--- config.mk ---
export PLATFORM = sky130hd
export DESIGN_NAME = cfgreg_lockable
export DESIGN_NICKNAME = d
export VERILOG_FILES = /design/src/rtl/cfgreg_pkg.sv /design/src/rtl/cfgreg_boot_fsm.sv /design/src/rtl/cfgreg_bus_gate.sv /design/src/rtl/cfgreg_lockable.sv
export SDC_FILE = /design/constraint.sdc
export NUM_CORES = 1
export LEC_CHECK = 0
export ABC_CLOCK_PERIOD_IN_PS = 2100
export BUFFER_PORTS_ARGS = -buffer_cell sky130_fd_sc_hd__buf_2
export CAP_MARGIN = 20
export CORE_MARGIN = 8
export CORE_UTILIZATION = 43
export CTS_CLUSTER_SIZE = 30
export DETAILED_ROUTE_END_ITERATION = 12
export PLACE_DENSITY = 0.85
export RECOVER_POWER = 50
export SYNTH_ARGS = -nofsm -noshare
export SYNTH_HDL_FRONTEND = slang
export SYNTH_SLANG_ARGS = --single-unit
--- constraint.sdc ---
create_clock -name clk -period 2.1 [get_ports clk]
set_input_delay 0.315 -clock clk [delete_from_list [all_inputs] [get_ports clk]]
set_output_delay 0.315 -clock clk [all_outputs]
set_load 0.005 [all_outputs]
--- src/rtl/cfgreg_pkg.sv ---
package cfgreg_pkg;
    typedef enum logic [0:0] {
        ST_PREBOOT = 1'b0,
        ST_RUN     = 1'b1
    } boot_state_t;
endpackage

--- src/rtl/cfgreg_boot_fsm.sv ---
module cfgreg_boot_fsm
    import cfgreg_pkg::*;
(
    input  logic clk,
    input  logic rst_n,
    input  logic boot_ld,
    input  logic boot_fail,
    input  logic boot_blank,
    output logic load_claim,
    output logic load_take
);
    boot_state_t state_q, state_d;

    always_ff @(posedge clk) begin
        if (!rst_n) state_q <= ST_PREBOOT;
        else        state_q <= state_d;
    end

    always_comb begin
        state_d    = state_q;
        load_claim = 1'b0;
        load_take  = 1'b0;
        unique case (state_q)
            ST_PREBOOT: begin
                if (boot_ld) begin
                    load_claim = 1'b1;
                    load_take  = !boot_fail && !boot_blank;
                    state_d    = ST_RUN;
                end
            end
            ST_RUN: begin
                state_d = ST_RUN;
            end
            default: state_d = ST_PREBOOT;
        endcase
    end

    assert_boot_once_R5: assert property (@(posedge clk) disable iff (!rst_n)
        (state_q == ST_RUN) |=> (state_q == ST_RUN && !load_claim));
endmodule

--- src/rtl/cfgreg_bus_gate.sv ---
module cfgreg_bus_gate #(
    parameter int ADDR_W     = 8,
    parameter int LOCK_W     = 2,
    parameter int REG_OFFSET = 'h40
) (
    input  logic              clk,
    input  logic              rst_n,
    input  logic              bus_we,
    input  logic [ADDR_W-1:0] bus_addr,
    input  logic [LOCK_W-1:0] lock_sel,
    output logic              wr_ok,
    output logic              wr_locked_err
);
    localparam logic [ADDR_W-1:0] OFFS = ADDR_W'(REG_OFFSET);

    logic hit, unlocked, err_q;

    assign hit = bus_we && (bus_addr == OFFS);

    generate
        if (LOCK_W == 1) begin : g_lock1
            assign unlocked = !lock_sel[0];
        end else begin : g_lockn
            assign unlocked = (lock_sel == '0);
        end
    endgenerate

    assign wr_ok = hit && unlocked;

    always_ff @(posedge clk) begin
        if (!rst_n)              err_q <= 1'b0;
        else if (hit && !unlocked) err_q <= 1'b1;
    end

    assign wr_locked_err = err_q;

    assert_sticky_err_R8: assert property (@(posedge clk) disable iff (!rst_n)
        wr_locked_err |=> wr_locked_err);
    assert_miss_no_err_R9: assert property (@(posedge clk) disable iff (!rst_n)
        (!wr_locked_err && bus_we && bus_addr != OFFS) |=> !wr_locked_err);
endmodule

--- src/rtl/cfgreg_lockable.sv ---
module cfgreg_lockable #(
    parameter int              DATA_W     = 32,
    parameter int              ADDR_W     = 8,
    parameter int              LOCK_W     = 2,
    parameter int              REG_OFFSET = 'h40,
    parameter logic [DATA_W-1:0] RESET_VAL = 32'h840E4000
) (
    input  logic              clk,
    input  logic              rst_n,
    input  logic              boot_ld,
    input  logic [DATA_W-1:0] boot_word,
    input  logic              boot_fail,
    input  logic              boot_blank,
    input  logic [LOCK_W-1:0] lock_sel,
    input  logic              bus_we,
    input  logic [ADDR_W-1:0] bus_addr,
    input  logic [DATA_W-1:0] bus_wdata,
    output logic [DATA_W-1:0] cfg_value,
    output logic              wr_locked_err
);
    logic load_claim, load_take, wr_ok;
    logic [DATA_W-1:0] cfg_q;

    cfgreg_boot_fsm u_fsm (
        .clk        (clk),
        .rst_n      (rst_n),
        .boot_ld    (boot_ld),
        .boot_fail  (boot_fail),
        .boot_blank (boot_blank),
        .load_claim (load_claim),
        .load_take  (load_take)
    );

    cfgreg_bus_gate #(
        .ADDR_W     (ADDR_W),
        .LOCK_W     (LOCK_W),
        .REG_OFFSET (REG_OFFSET)
    ) u_gate (
        .clk           (clk),
        .rst_n         (rst_n),
        .bus_we        (bus_we),
        .bus_addr      (bus_addr),
        .lock_sel      (lock_sel),
        .wr_ok         (wr_ok),
        .wr_locked_err (wr_locked_err)
    );

    always_ff @(posedge clk) begin
        if (!rst_n)                  cfg_q <= RESET_VAL;
        else if (load_take)          cfg_q <= boot_word;
        else if (wr_ok && !load_claim) cfg_q <= bus_wdata;
    end

    assign cfg_value = cfg_q;

    assert_trusted_load_R2: assert property (@(posedge clk) disable iff (!rst_n)
        load_take |=> (cfg_value == $past(boot_word)));
    assert_untrusted_keep_R3: assert property (@(posedge clk) disable iff (!rst_n)
        (load_claim && (boot_fail || boot_blank)) |=> $stable(cfg_value));
    assert_unlocked_write_R6: assert property (@(posedge clk) disable iff (!rst_n)
        (wr_ok && !load_claim) |=> (cfg_value == $past(bus_wdata)));
    assert_locked_hold_R7: assert property (@(posedge clk) disable iff (!rst_n)
        (bus_we && bus_addr == ADDR_W'(REG_OFFSET) && lock_sel != '0 && !load_claim)
        |=> $stable(cfg_value));
endmodule

==> results.md <==
Die:
- The count of pins on the block boundary is 113.
- Once the floorplan was initialized, standard cells occupied 45.0% of the core.
- The floorplan die area is roughly 6600 sq um.
- After floorplanning, the core was sized to cover ~4100 sq um.
- The vertical extent of the die is 81.2 um.
- In this run the horizontal extent of the chip is a little over 80 um.
- The number of rows in the core area is 23.

Detailed routing:
- The residual DRC count is 0.
- The final route contains roughly 1600 vias.
- The number of vias per cell is around 4.8.
- Wires add up to around 4700 um.
- The routed wirelength normalized by instance count is 13.7 um.
- The count of routing violations after the opening detailed-route iteration is 45.
- Once detail routing completed, the nets flagged for antenna violations numbered 0.
- The first TritonRoute pass finished after 4 iterations.

Clocking:
- The cell at the root of the clock tree is sky130_fd_sc_hd__clkbuf_8.
- The total of hold buffers inserted after clock tree synthesis is 0.
- The clock drives 34 sinks.
- The CTS tree is built.
- The maximum count of clock buffers along a single path is 2.
- The total number of H-tree levels is 2.
- The clock-pin transition on the worst setup and hold timing paths is 0.06 ns.
- The worst-skew pair later-pin latency is ~0.28 ns.
- In this run the post-CTS setup repair buffer count came out at 0.
- The count of instances resized after the clock tree is built is 0.
- In this run, CTS created clock tree buffers numbering 5.

Power:
- The leakage dissipation is roughly 1.2 nW.
- For this design the ratio of total power to cell area is 561 nW/um^2.
- The worst voltage drop across the vdd grid is roughly 0.00030 V.

Layout:
- With fillers left out, the area of the finished cells amounts to approximately 2500 sq um.
- After the last flow step, the layout net total stands at about 380.
- From synthesis to final layout, the design area changed by 34.2%.
- Cells with a size suffix above 1 make up a little over a third of the layout.
- In the layout the commonest cells are 86 x sky130_fd_sc_hd__buf_2, 58 x sky130_fd_sc_hd__nand2_1, 34 x sky130_fd_sc_hd__dfxtp_1, 32 x sky130_fd_sc_hd__mux2i_1, 28 x sky130_fd_sc_hd__mux2_1.
- The number of antenna diodes in the final layout is 0.
- The commonest non-fill, non-tap cell in the layout is sky130_fd_sc_hd__buf_2.

Setup path:
- The worst setup path is captured at a register.
- For the worst setup path, the data arrival time is roughly 2 ns.
- The nature of the critical path startpoint is a register.
- The data required time at the worst endpoint is ~2.3 ns.
- Along the worst path, the maximum fanout reaches 19.
- The setup path with the least slack is of type reg2reg.

Place:
- Routability-driven placement finished with a final weighted congestion of slightly below 0.8.
- The post-placement cell area is around 2400 sq um.
- The sum of net half-perimeters after detailed placement is between 3000 and 4000 um.
- During placement, the flow inserted port buffers numbering approximately 110.
- The worst setup timing slack at the placement stage is between 0.15 and 0.2 ns.

Job:
- The tool flagged a number of max-cap violations equal to 1.

Timing:
- At the pin with the least slew margin, the transition time is around 1.6 ns.
- On the final layout, the worst clock skew is between 0.002 and 0.003 ns.
- For the final routed database, the setup TNS stands at 0 ns.
- The number of hold violations in the final report was 0.
- The maximum clock frequency is around 540 MHz.
- The worst relative slew slack is -5.44%.
- The routed design could run at a clock period as short as roughly 1.9 ns.
- The worst setup margin is between 0.2 and 0.25 ns.
- The total setup violations reported at the end of the flow is 0.
- The worst hold slack after final layout is between 0.2 and 0.3 ns.
- The number of pins exceeding their max-slew limit in the final report is 39.
- Setup repair after global routing left no endpoint under its margin.
- After layout, the worst path uses around 88% of the clock period.

Outcome:
- The run finished, with violations left.
- The checks that failed: max-capacitance violations, max-slew violations.

GRT:
- The first-pass GRT wire length is roughly 7500 um.
- Entering global routing, the biggest net connects 40 pins.
- The number of global-route vias before repair came to roughly 1800.
- The initial antenna violation count is 0.
- The overall track demand over capacity in global routing is between 10% and 20%.
- Global routing finished with a remaining overflow of 0.

Logic synthesis:
- The distinct cell type count after synthesis is 21.
- After synthesis the netlist holds a flip-flop and latch count of 34.
- The number of instances in the synthesized netlist is 185.
- A synthesized cell averages 9.87 sq um.
- The combined area of all synthesized cells is ~1800 sq um.
- Sequential cells were found to cover a little under two fifths of the synthesized design area.
- The Yosys warning count is 0.
- The synthesized net count is approximately 270.

Hold path:
- The worst min-delay path class is in2reg.
## cells by family after synthesis
logic type / count (synthesis) / share of synthesized area [%]
DFF: 34 / 37.3
AOI/OAI and AO/OA: 4 / 2.53
buffers and inverters: 13 / 6.09
and+or+nand+nor: 70 / 16.9
muxes: 64 / 37.3
## where the power goes
part	internal (W)	switching (W)
sequential	0.000665	0.0000102
combinational	0.000124	0.0000963
clock	0.000264	0.000217
total	0.00105	0.000323
## per-layer routing
metal	up-vias	global-route usage (%)	wire length [um]
met5	-	0	0
met4	0	4.29	38
met3	6	5.52	442
met2	62	26.3	2450
met1	736	14.0	1800
li1	842	-	-
## Yosys cell counts
cell                             n  area share, %
sky130_fd_sc_hd__o211a_1         1           0.55
sky130_fd_sc_hd__nand2_1        58             12
sky130_fd_sc_hd__o21a_1          2           0.82
sky130_fd_sc_hd__a31oi_4         1            1.2
sky130_fd_sc_hd__dlygate4sd1_1   1           0.48
sky130_fd_sc_hd__nor4_1          1           0.34
sky130_fd_sc_hd__nor4b_4         1            1.3
sky130_fd_sc_hd__clkbuf_8        1           0.75
sky130_fd_sc_hd__buf_4           2           0.82
sky130_fd_sc_hd__buf_1           1           0.21
sky130_fd_sc_hd__clkbuf_1        1           0.21
sky130_fd_sc_hd__mux2_1         28             17
sky130_fd_sc_hd__mux2_2          4            2.5
sky130_fd_sc_hd__buf_2           2           0.55
sky130_fd_sc_hd__and3_1          1           0.34
sky130_fd_sc_hd__nand2b_1        6            2.1
sky130_fd_sc_hd__mux2i_1        32             18
sky130_fd_sc_hd__buf_6           5            3.1
sky130_fd_sc_hd__nor3_1          2           0.55
sky130_fd_sc_hd__nor2b_1         1           0.34
sky130_fd_sc_hd__dfxtp_1        34             37
## cell type report
class / instances / area (sq um)
Clock buffer: 7 / 86.3
Sequential cell: 34 / 681
Tap cell: 50 / 62.6
Clock inverter: 1 / 5.00
Timing Repair Buffer: 116 / 583
Fill cell: 382 / 1610
Multi-Input combinational cell: 138 / 1030
## registers in the layout (all words and copies together) (netlist names)
name                  cells
u_fsm.state_q             1
u_gate.wr_locked_err      1
cfg_value                32
## stage by stage
stage               util [%]  total power [W]  cells
floorplan                  -         0.000811    185
global placement        59.0         0.000907    338
detailed placement      59.0         0.000916    338
CTS                     61.2          0.00140    346
global route            60.4          0.00145    346
finish                  60.4          0.00138    346
## critical path, cell delays in order, from the launching register on
cell,delay (ns)
sky130_fd_sc_hd__dfxtp_1,0.34
sky130_fd_sc_hd__nor4b_4,0.41
sky130_fd_sc_hd__buf_4,0.35
sky130_fd_sc_hd__mux2i_1,0.23
sky130_fd_sc_hd__nand2_1,0.08
sky130_fd_sc_hd__mux2_2,0.33
## final timing paths
kind	from	to	slack, ns	depth (start not counted)
min reg2reg	cfg_value[12]$_SDFFE_PN0P_	cfg_value[12]$_SDFFE_PN0P_	0.46	2
min	boot_ld	u_fsm.state_q$_SDFF_PN0_	0.27	2
max reg2reg	u_fsm.state_q$_SDFF_PN0_	cfg_value[17]$_SDFFE_PN1P_	0.25	5
max	u_fsm.state_q$_SDFF_PN0_	cfg_value[17]$_SDFFE_PN1P_	0.25	5
Power figures use the tool's default switching activity.
